[src/rtl/rbc_pkg.sv]
package rbc_pkg;

    typedef enum logic [2:0] {
        ST_IDLE,
        ST_WB,
        ST_FILL_REQ,
        ST_FILL_WAIT,
        ST_REPLAY,
        ST_FL_SCAN,
        ST_FL_DONE
    } state_t;

endpackage

[src/rtl/rbc_match.sv]
module rbc_match #(
    parameter int NBUF  = 4,
    parameter int TAG_W = 11,
    localparam int IDX_W = $clog2(NBUF)
) (
    input  logic [NBUF-1:0]            valid,
    input  logic [NBUF-1:0][TAG_W-1:0] tags,
    input  logic [TAG_W-1:0]           lookup,
    output logic                       hit,
    output logic [IDX_W-1:0]           hit_idx
);

    logic [NBUF-1:0] match;

    for (genvar i = 0; i < NBUF; i++) begin : g_cmp
        assign match[i] = valid[i] && (tags[i] == lookup);
    end

    always_comb begin
        hit_idx = '0;
        for (int i = NBUF - 1; i >= 0; i--) begin
            if (match[i]) hit_idx = IDX_W'(i);
        end
    end

    assign hit = |match;

endmodule

[src/rtl/rbc_lru.sv]
module rbc_lru #(
    parameter int NBUF = 4,
    localparam int IDX_W = $clog2(NBUF)
) (
    input  logic             clk,
    input  logic             rst_n,
    input  logic             touch_en,
    input  logic [IDX_W-1:0] touch_idx,
    input  logic [NBUF-1:0]  valid,
    output logic [IDX_W-1:0] victim
);

    // Ages form a permutation of 0..NBUF-1; 0 is most recent.
    logic [IDX_W-1:0] age_q [NBUF];

    always_ff @(posedge clk) begin
        if (!rst_n) begin
            for (int j = 0; j < NBUF; j++) age_q[j] <= IDX_W'(j);
        end else if (touch_en) begin
            for (int j = 0; j < NBUF; j++) begin
                if (IDX_W'(j) == touch_idx)         age_q[j] <= '0;
                else if (age_q[j] < age_q[touch_idx]) age_q[j] <= age_q[j] + 1'b1;
            end
        end
    end

    logic             inv_found;
    logic [IDX_W-1:0] inv_idx, old_idx;

    always_comb begin
        inv_found = 1'b0;
        inv_idx   = '0;
        old_idx   = '0;
        for (int j = NBUF - 1; j >= 0; j--) begin
            if (!valid[j]) begin
                inv_found = 1'b1;
                inv_idx   = IDX_W'(j);
            end
            if (age_q[j] == IDX_W'(NBUF - 1)) old_idx = IDX_W'(j);
        end
        victim = inv_found ? inv_idx : old_idx;
    end

endmodule

[src/rtl/rbc_row_cache.sv]
module rbc_row_cache
    import rbc_pkg::*;
#(
    parameter int NBUF  = 4,
    parameter int WORDS = 8,
    parameter int DW    = 32,
    parameter int ROW_W = 6,
    parameter int SEG_W = 5,
    parameter int CNT_W = 32,
    localparam int OFF_W  = $clog2(WORDS),
    localparam int TAG_W  = ROW_W + SEG_W,
    localparam int ADDR_W = TAG_W + OFF_W,
    localparam int IDX_W  = $clog2(NBUF),
    localparam int SB     = DW / 8,
    localparam int SEGB   = WORDS * DW
) (
    input  logic              clk,
    input  logic              rst_n,
    input  logic              req_valid,
    output logic              req_ready,
    input  logic [ADDR_W-1:0] req_addr,
    input  logic              req_we,
    input  logic [DW-1:0]     req_wdata,
    input  logic [SB-1:0]     req_strb,
    output logic              rsp_valid,
    output logic [DW-1:0]     rsp_rdata,
    input  logic              flush_req,
    output logic              flush_done,
    output logic              arr_cmd_valid,
    input  logic              arr_cmd_ready,
    output logic              arr_cmd_we,
    output logic [TAG_W-1:0]  arr_cmd_tag,
    output logic [SEGB-1:0]   arr_cmd_wdata,
    output logic [WORDS-1:0]  arr_cmd_wmask,
    input  logic              arr_rsp_valid,
    input  logic [SEGB-1:0]   arr_rsp_rdata,
    output logic [CNT_W-1:0]  wr_txn_count,
    output logic [CNT_W-1:0]  wr_word_count
);

    state_t state_q, state_d;

    logic [NBUF-1:0]             valid_q;
    logic [NBUF-1:0][TAG_W-1:0]  tag_q;
    logic [WORDS-1:0]            dirty_q [NBUF];
    logic [DW-1:0]               data_q  [NBUF][WORDS];

    logic [ADDR_W-1:0] pend_addr;
    logic              pend_we;
    logic [DW-1:0]     pend_wdata;
    logic [SB-1:0]     pend_strb;
    logic [IDX_W-1:0]  vic_q;
    logic              flushing_q;

    logic             hit;
    logic [IDX_W-1:0] hit_idx, lru_vic;
    logic             fl_found;
    logic [IDX_W-1:0] fl_idx;

    wire [TAG_W-1:0] req_tag  = req_addr[ADDR_W-1:OFF_W];
    wire [TAG_W-1:0] pend_tag = pend_addr[ADDR_W-1:OFF_W];
    wire idle_ok   = (state_q == ST_IDLE) && !flush_req && req_valid;
    wire hit_take  = idle_ok && hit;
    wire miss_take = idle_ok && !hit;
    wire wb_fire   = (state_q == ST_WB) && arr_cmd_ready;
    wire fill_done = (state_q == ST_FILL_WAIT) && arr_rsp_valid;
    wire vic_dirty = valid_q[lru_vic] && (dirty_q[lru_vic] != '0);

    // Access path shared by idle hits and replay after a fill.
    wire              acc_fire  = hit_take || (state_q == ST_REPLAY);
    wire              acc_rep   = (state_q == ST_REPLAY);
    wire [IDX_W-1:0]  acc_idx   = acc_rep ? vic_q : hit_idx;
    wire [ADDR_W-1:0] acc_addr  = acc_rep ? pend_addr : req_addr;
    wire              acc_we    = acc_rep ? pend_we : req_we;
    wire [DW-1:0]     acc_wdata = acc_rep ? pend_wdata : req_wdata;
    wire [SB-1:0]     acc_strb  = acc_rep ? pend_strb : req_strb;
    wire [OFF_W-1:0]  acc_off   = acc_addr[OFF_W-1:0];

    rbc_match #(.NBUF(NBUF), .TAG_W(TAG_W)) u_match (
        .valid  (valid_q),
        .tags   (tag_q),
        .lookup (req_tag),
        .hit    (hit),
        .hit_idx(hit_idx)
    );

    rbc_lru #(.NBUF(NBUF)) u_lru (
        .clk      (clk),
        .rst_n    (rst_n),
        .touch_en (acc_fire || fill_done),
        .touch_idx(acc_fire ? acc_idx : vic_q),
        .valid    (valid_q),
        .victim   (lru_vic)
    );

    always_comb begin
        fl_found = 1'b0;
        fl_idx   = '0;
        for (int i = NBUF - 1; i >= 0; i--) begin
            if (valid_q[i] && dirty_q[i] != '0) begin
                fl_found = 1'b1;
                fl_idx   = IDX_W'(i);
            end
        end
    end

    logic [SEGB-1:0] vic_flat;
    for (genvar w = 0; w < WORDS; w++) begin : g_flat
        assign vic_flat[w*DW +: DW] = data_q[vic_q][w];
    end

    // State register
    always_ff @(posedge clk) begin
        if (!rst_n) state_q <= ST_IDLE;
        else        state_q <= state_d;
    end

    // Next state
    always_comb begin
        state_d = state_q;
        unique case (state_q)
            ST_IDLE: begin
                if (flush_req)      state_d = ST_FL_SCAN;
                else if (miss_take) state_d = vic_dirty ? ST_WB : ST_FILL_REQ;
            end
            ST_WB:        if (arr_cmd_ready) state_d = flushing_q ? ST_FL_SCAN : ST_FILL_REQ;
            ST_FILL_REQ:  if (arr_cmd_ready) state_d = ST_FILL_WAIT;
            ST_FILL_WAIT: if (arr_rsp_valid) state_d = ST_REPLAY;
            ST_REPLAY:    state_d = ST_IDLE;
            ST_FL_SCAN:   state_d = fl_found ? ST_WB : ST_FL_DONE;
            ST_FL_DONE:   state_d = ST_IDLE;
            default:      state_d = ST_IDLE;
        endcase
    end

    // Outputs
    always_comb begin
        req_ready     = (state_q == ST_IDLE) && !flush_req;
        arr_cmd_valid = (state_q == ST_WB) || (state_q == ST_FILL_REQ);
        arr_cmd_we    = (state_q == ST_WB);
        arr_cmd_tag   = (state_q == ST_WB) ? tag_q[vic_q] : pend_tag;
        arr_cmd_wdata = vic_flat;
        arr_cmd_wmask = (state_q == ST_WB) ? dirty_q[vic_q] : '0;
        flush_done    = (state_q == ST_FL_DONE);
    end

    // Control and bookkeeping registers
    always_ff @(posedge clk) begin
        if (!rst_n) begin
            valid_q       <= '0;
            tag_q         <= '0;
            for (int i = 0; i < NBUF; i++) dirty_q[i] <= '0;
            pend_addr     <= '0;
            pend_we       <= 1'b0;
            pend_wdata    <= '0;
            pend_strb     <= '0;
            vic_q         <= '0;
            flushing_q    <= 1'b0;
            rsp_valid     <= 1'b0;
            rsp_rdata     <= '0;
            wr_txn_count  <= '0;
            wr_word_count <= '0;
        end else begin
            rsp_valid <= 1'b0;
            if (miss_take) begin
                pend_addr  <= req_addr;
                pend_we    <= req_we;
                pend_wdata <= req_wdata;
                pend_strb  <= req_strb;
                vic_q      <= lru_vic;
                flushing_q <= 1'b0;
            end
            if (state_q == ST_FL_SCAN && fl_found) begin
                vic_q      <= fl_idx;
                flushing_q <= 1'b1;
            end
            if (wb_fire) begin
                dirty_q[vic_q] <= '0;
                wr_txn_count   <= wr_txn_count + 1'b1;
                wr_word_count  <= wr_word_count + CNT_W'($countones(dirty_q[vic_q]));
            end
            if (fill_done) begin
                valid_q[vic_q] <= 1'b1;
                tag_q[vic_q]   <= pend_tag;
                dirty_q[vic_q] <= '0;
            end
            if (acc_fire) begin
                if (acc_we) begin
                    if (acc_strb != '0) dirty_q[acc_idx][acc_off] <= 1'b1;
                end else begin
                    rsp_valid <= 1'b1;
                    rsp_rdata <= data_q[acc_idx][acc_off];
                end
            end
        end
    end

    // Buffer storage
    always_ff @(posedge clk) begin
        if (fill_done) begin
            for (int w = 0; w < WORDS; w++) data_q[vic_q][w] <= arr_rsp_rdata[w*DW +: DW];
        end else if (acc_fire && acc_we) begin
            for (int b = 0; b < SB; b++) begin
                if (acc_strb[b]) data_q[acc_idx][acc_off][b*8 +: 8] <= acc_wdata[b*8 +: 8];
            end
        end
    end

endmodule

[config.mk]
export PLATFORM = sky130hd
export DESIGN_NAME = rbc_row_cache
export DESIGN_NICKNAME = d
export VERILOG_FILES = /design/src/rtl/rbc_pkg.sv /design/src/rtl/rbc_match.sv /design/src/rtl/rbc_lru.sv /design/src/rtl/rbc_row_cache.sv
export SDC_FILE = /design/constraint.sdc
export NUM_CORES = 2
export LEC_CHECK = 0
export ABC_AREA = 0
export CORE_MARGIN = 1.5
export CORE_UTILIZATION = 50
export CTS_CLUSTER_DIAMETER = 120
export DETAILED_ROUTE_END_ITERATION = 8
export DONT_BUFFER_PORTS = 1
export PLACE_DENSITY = 0.71
export SYNTH_ARGS = -nofsm -noshare
export SYNTH_HDL_FRONTEND = slang
export SYNTH_HIERARCHICAL = 1
export SYNTH_SLANG_ARGS = --single-unit
[constraint.sdc]
create_clock -name clk -period 4.4 [get_ports clk]
set_clock_uncertainty 0.2 [all_clocks]
set_input_delay 0.44 -clock clk [delete_from_list [all_inputs] [get_ports clk]]
set_output_delay 0.44 -clock clk [all_outputs]
set_load 0.005 [all_outputs]
Word-level counts from Yosys, hierarchy flattened
Memory sizes are Yosys's and may differ from the RTL's. A register that Yosys moved wholly into a read port is not among the register bits.
Cells that the tools add are included.
- memories: 3
- register bits after elaboration: 202
- input bits: 313
- word-level logic and storage cells: 1809
- RAM bits: 1064
- $lt $le $gt $ge: 11
- bitwise gates (word level): 780
- add/subtract/negate cells: 13
- multiplexer cells: 924
- equality and inequality tests: 21
- reductions and logical operators: 41
- memory list (name ; words ; width ; rd ports ; clocked after memory_dff ; write ports ; line ; RTL):
    data_q ; 4 ; 256 ; 2 ; 1 ; 1 ; rbc_row_cache.sv:46 ; logic [DW-1:0] data_q [NBUF][WORDS];
    dirty_q ; 4 ; 8 ; 6 ; 1 ; 4 ; rbc_row_cache.sv:45 ; logic [WORDS-1:0] dirty_q [NBUF];
    u_lru.age_q ; 4 ; 2 ; 5 ; 0 ; 4 ; rbc_lru.sv:14 ; logic [IDX_W-1:0] age_q [NBUF];
- operator list (cell ; number):
    $mux W256 ; 6
    $mux W1 ; 844
    $or A1 B1 Y1 ; 777
    $demux W32 S3 ; 4
    $reduce_or A256 Y1 ; 1
    $mux W32 ; 4
    $bmux W32 S3 ; 1
    $mux W2 ; 37
    $mux W8 ; 7
    $bwmux W44 ; 1
    $eq A11 B11 Y1 ; 4
    $reduce_bool A8 Y1 ; 5
    $mux W11 ; 3
    $add A32 B1 Y32 const B ; 1
    $add A32 B4 Y32 ; 1
    $mux W24 ; 1
    $mux W3 ; 8
    $bmux W11 S2 ; 1
    $demux W11 S2 ; 1
    $logic_and A1 B1 Y1 ; 20
    $mux W16 ; 1
    $reduce_or A8 Y1 ; 2
    $pmux W3 S5 ; 1
    $eq A3 B3 Y1 const B ; 3
    34 further kinds ; 56

Logic depth before layout (Yosys ltp)
An unclocked memory read counts as a cell.
- depth in word-level cells: 16
- mapped depth: 19
- gate-level depth less buffers: 16

Hierarchy
Netlist, hierarchy kept.
- by module, submodules not included (module ; cells each ; sequential area each (sq um) ; times used ; area an instance (sq um)):
    rbc_row_cache ; 4772 ; 35794.3 ; 1 ; 63498.4
    rbc_lru ; 76 ; 240.2 ; 1 ; 734.5
    rbc_match ; 77 ; 0.0 ; 1 ; 653.1

Least setup slack after synthesis
OpenSTA, ideal clock, no wires.
- path type: flip-flop to flip-flop
- start: reg (tool-made name)
- end: reg wr_word_count[31]
- buffers on the path: 2
- cell stages (with the launch flop): 17
- data arrival time: 4.519 ns
- setup slack: -0.389 ns
- period minus slack after synthesis: 4.789 ns
- cells stage by stage: dfxtp_1 -> clkbuf_1 -> buf_2 -> mux4_2 -> inv_1 -> fa_1 -> inv_1 -> fa_1 -> inv_1 -> fa_1 -> fa_1 -> nor2b_1 -> o21ai_0 -> a21boi_1 -> o21ai_1 -> or4_1 -> a21oi_1
- RTL lines (item ; line ; RTL):
    end signal: assignment ; rbc_row_cache.sv:180 ; wr_word_count <= wr_word_count + CNT_W'($countones(dirty_q[vic_q]));
    end: declaration ; rbc_row_cache.sv:38 ; output logic [CNT_W-1:0] wr_word_count

Worst setup path in the final report
- start: reg tag_q[42] (netlist bit)
- end: reg rsp_rdata[24]
- word-level cells in the longest chain between the ends: 11
- elaborated cells on any way between the ends: 15
- those cells by class: eq/ne: 1; mux: 8; reduce/logical: 5; memory: 1
- RTL lines (item ; line ; RTL):
    start: declaration ; rbc_row_cache.sv:44 ; logic [NBUF-1:0][TAG_W-1:0] tag_q;
    start signal: indexed assignment ; rbc_row_cache.sv:184 ; tag_q[vic_q] <= pend_tag;
    $eq A11 B11 Y1 ; rbc_match.sv:16 ; assign match[i] = valid[i] && (tags[i] == lookup);
    $logic_and A1 B1 Y1 ; rbc_match.sv:16 ;
    $mux W2 (4 in a row) ; rbc_match.sv:22 ; if (match[i]) hit_idx = IDX_W'(i);
    named net hit_idx[0] ; rbc_row_cache.sv:56 ; logic [IDX_W-1:0] hit_idx, lru_vic;
    $mux W2 ; rbc_row_cache.sv:72 ; wire [IDX_W-1:0] acc_idx = acc_rep ? vic_q : hit_idx;
    $mem_v2 Z4 W256 ; -- ;
    $bmux W32 S3 ; rbc_row_cache.sv:192 ; rsp_rdata <= data_q[acc_idx][acc_off];
    $mux W32 (implied by the code) (2 in a row) ; rbc_row_cache.sv:192 ;
    end signal: assignment ; rbc_row_cache.sv:192 ;
    end: declaration ; rbc_row_cache.sv:26 ; output logic [DW-1:0] rsp_rdata,
The timed path passes the listed nets, and every way through them passes these cells. The select of a mux whose other input is x is not followed.
A chain may end at the register's enable or synchronous reset.

==> out/qor.yml <==
status:
  status: "completed"
setup_path:
  reg2regPathDepth: 14
  r2r_end: "rsp_rdata[24]"
  crit_buf_inv: 5
  critPathRequiredTime_ps: 4890
  crit_family: "compound AO/OA/AOI/OAI gates"
  critPathKind: "reg -> reg"
  arrival_ps: 4880
  end_kind: "flop"
  worstPathMaxFanout: 18
  path_cells: "xnor2_1, nand4_1, nor3_4, a21oi_1, nor2_4, inv_1, o21ai_4, buf_12, buf_4, buf_4, a31oi_1, a2111oi_2, buf_4, a31oi_1"
  cp-start-kind: "flop"
  path_common_cell: "buf_4"
  r2r_slack_ps: 6
  crit_path_top_delay_cell: "a2111oi_2"
  critical-path-max-stage-delay_ps: 630
  reg2reg_from: "tag_q[42]"
yosys:
  synth.avg_cell_area_sq_um: 13.2
  synth_cell_type_count: 83
  yosys.area_share.simple_pct: 9.73
  synthCells: 4925
  ys.flop_type: "edfxtp_1"
  synth_mux_area_share_pct: 20.0
  synth_xor_area_share_pct: 1.19
  async_flop_share_pct: 0
  synth_top_family_by_area: "multiplexers"
  synth_fa_ha_area_share_pct: 0.444
  synth_edf_count: 1064
  synth-compound-area-share_pct: 10.2
  syn_area_sq_um: 64900
  yosysSeqAreaShare_pct: 55.5
  synth_nets: 5258
  ys_ff_latch: 1268
  yosysWarningCount: 6
grt:
  grt_max_degree: 144
  first_global_vias: 48200
  grt_pass1_wl_um: 367000
  antenna_found_initial: 51
  overflow: 0
  grtUsageTotal_pct: 39.9
run:
  drv_cap: 0
final_layout:
  syn2layout_area_growth_pct: 17.8
  drive_above_1_share_pct: 21.2
  fin_nets: 5663
  fillers: 9871
  layout.cells.non_filler: 7202
pwr:
  swShare_pct: 30.6
  vdd.ir_drop.worst_uv: 394
  p_sw_uw: 9960
  p_leak_uw: 0.0241
  seqPwrFrac_pct: 43.2
  p_clk_share_pct: 36.2
  combPwrFrac_pct: 20.6
  power-per-cell-area_nw_per_um2: 426
  p_int_uw: 22600
die:
  initial_utilization_pct: 50.6
  pin_count: 689
  die-area_sq_um: 132000
  rows: 131
  die_w_um: 363
  fp.coreArea_sq_um: 128000
  chipHeight_um: 363
clocking:
  cts_tree: "done"
  cts_sinks: 1268
  clk_latency_ps: 820
  cts_buffer_depth: 3
  htreeDepth: 4
  clkTransAtPathRegs_ps: 60
  cts_buffers: 138
  cts-root-buf: "clkbuf_16"
timing:
  fin_crit_ps: 4390
  drv_slew: 0
  max_freq_mhz: 228
  rsz0062_at_grt: "yes"
  min_period_over_period_pct: 99.9
  totalNegativeSetupSlack_ps: 0
  hold_viol_final: 0
  max_slew.worst_pin.slew_ps: 1200
  slew_headroom_pct: 20.3
  setup_viol: 0
  holdWs_ps: 66.1
place:
  place.gp.congestion: 0.986
  dpl.cell_count: 6600
  place_hpwl_um: 188000
  port_buffers: 0
hold_path:
  min_to: "data_q[2][249]"
  holdCritStartpoint: "req_wdata[25]"
  hp-class: "in -> reg"
  whs_path_depth: 3
detailed_routing:
  drc: 0
  vias: 50400
  routed_wl_um: 267000
  drt_pass1_iterations: 8
  vias_per_cell: 7.00
  wl_per_cell_um: 37.0
  drt_iter0_markers: 7914
  ant_nets: 0
cell usage in the layout (no fill, tap or decap), types with 50 or more instances in the layout:
cell,Yosys,final
nor2b_1,51,50
o21ai_0,108,106
o22ai_1,69,69
xnor2_1,60,60
o21a_1,265,265
buf_4,4,314
a21oi_1,342,342
mux2i_1,202,199
a31oi_1,99,99
nor2_1,335,333
a2111oi_0,63,54
nand2_1,636,636
clkbuf_16,0,140
dlygate4sd3_1,0,313
dfxtp_1,204,200
edfxtp_1,1064,1064
mux4_2,477,477
nand3_1,103,103
worst reg2reg max path, cell delays in order (launching register included):
cell and delay, ps:
dfxtp_1 340, xnor2_1 260, nand4_1 190, nor3_4 270, a21oi_1 130, nor2_4 440, inv_1 220, o21ai_4 340
buf_12 180, buf_4 320, buf_4 280, a31oi_1 170, a2111oi_2 630, buf_4 220, a31oi_1 70
power groups by stage:
stage	clock network [uW]	logic, uW	registers [uW]
3_5_place_dp	0	6100	14300
3_3_place_gp	0	6030	14300
6_report	11800	6710	14100
5_1_grt	12200	6860	14100
2_1_floorplan	0	3540	14100
4_1_cts	11800	6450	14000
cell families (layout without fill, tap and decap cells):
logic type	after synthesis	count (layout)
compound gates	1037	1037
mux	699	699
xor+xnor	85	85
simple gates	1386	1386
fa+ha+maj	20	20
flops	1268	1268
other cells	0	34
buf+inv	430	944
how the worst max path moves through the flow:
| stage | slack (ps) | end | cells past startpoint | from |
|---|---|---|---|---|
| floorplan | 3 | u_lru/age_q[3][0] | 19 | req_addr[7] |
| global placement | -280 | rsp_rdata[24] | 14 | req_addr[11] |
| detailed placement | -280 | rsp_rdata[24] | 14 | req_addr[12] |
| CTS | 10 | arr_cmd_wdata[218] | 4 | flop |
| global route | -80 | wr_word_count[28] | 15 | dirty_q[0][0] |
| finish | 6 | rsp_rdata[24] | 14 | tag_q[42] |
final cells by class:
type                    instances  area, sq um  share of cell area (%)
well taps                    1729         2160                    2.83
diodes                         34         85.1                   0.111
flip-flops and latches       1268        36000                    47.2
inverters                      25         96.3                   0.126
clock buffers                 171         3670                    4.80
multi-input cells            3227        27200                    35.6
repair buffers                670         6320                    8.27
clock inverters                78          843                    1.10
cell usage after synthesis, types with 12 or more instances:
| cell type | count | area share [%] |
|---|---|---|
| mux4_2 | 477 | 17 |
| nor2b_1 | 51 | 0.49 |
| dfxtp_1 | 204 | 6.3 |
| nor3_1 | 37 | 0.29 |
| xor2_1 | 21 | 0.28 |
| nor4_1 | 38 | 0.37 |
| o21ai_0 | 108 | 0.83 |
| xnor2_1 | 60 | 0.81 |
| edfxtp_1 | 1064 | 49 |
| nand2_1 | 636 | 3.7 |
| a31oi_1 | 99 | 0.95 |
| mux2i_1 | 202 | 3.1 |
| o21a_1 | 265 | 3.1 |
| o22ai_1 | 69 | 0.67 |
| a211oi_1 | 14 | 0.16 |
| nor2_1 | 335 | 1.9 |
| a2111oi_0 | 63 | 0.85 |
| a21oi_1 | 342 | 2.6 |
| and2_1 | 27 | 0.26 |
| nand3_1 | 103 | 0.79 |
| nand4_1 | 46 | 0.44 |
| ha_1 | 15 | 0.29 |
| clkbuf_1 | 229 | 1.3 |
| nand3_2 | 32 | 0.49 |
| or3_1 | 16 | 0.15 |
| buf_1 | 50 | 0.29 |
| buf_6 | 12 | 0.21 |
| buf_2 | 110 | 0.85 |
| inv_1 | 25 | 0.14 |
| mux2_2 | 18 | 0.31 |
layer usage:
metal	part of all wire [%]	wire, um	vias to the layer above	GRT usage (%)
li1	-	-	20100	-
met1	31	83900	25000	45.9
met2	43	115000	4201	58.8
met3	17	44000	1032	19.0
met4	8.6	22800	48	27.5
met5	0.15	394	-	0.363
per-stage QoR:
step                      power (uW)  cell area [sq um]  utilization, %  worst slack, ps
final                          32600              76400            59.6             6.38
after global routing           33200              76400            59.6            -80.4
after CTS                      32200              76300            59.5             12.7
after detailed placement       20400              68600            53.5             -275
after global placement         20300              68600            53.5             -278
after floorplan                17600              64900               -             3.21
flip-flops by register name (all words and copies together) (netlist names), named ones only:
| register | flops |
|---|---|
| flushing_q | 1 |
| u_lru/age_q | 8 |
| dirty_q | 32 |
| valid_q | 4 |
| state_q | 3 |
| data_q | 1024 |
| pend_we | 1 |
| wr_word_count | 32 |
| rsp_valid | 1 |
| rsp_rdata | 32 |
| pend_strb | 4 |
| tag_q | 44 |
| pend_addr | 14 |
| vic_q | 2 |
| pend_wdata | 32 |
| wr_txn_count | 32 |
what timing repair did:
item,CTS,global route
cloned,0,0
buffers inserted,0,5
hold buffers,314,0
gates resized for setup,3,9
pin swaps,0,4
endpoints found under the setup margin,125,46
hold endpoints to repair,1205,0
(Power assumes the default switching activity.)
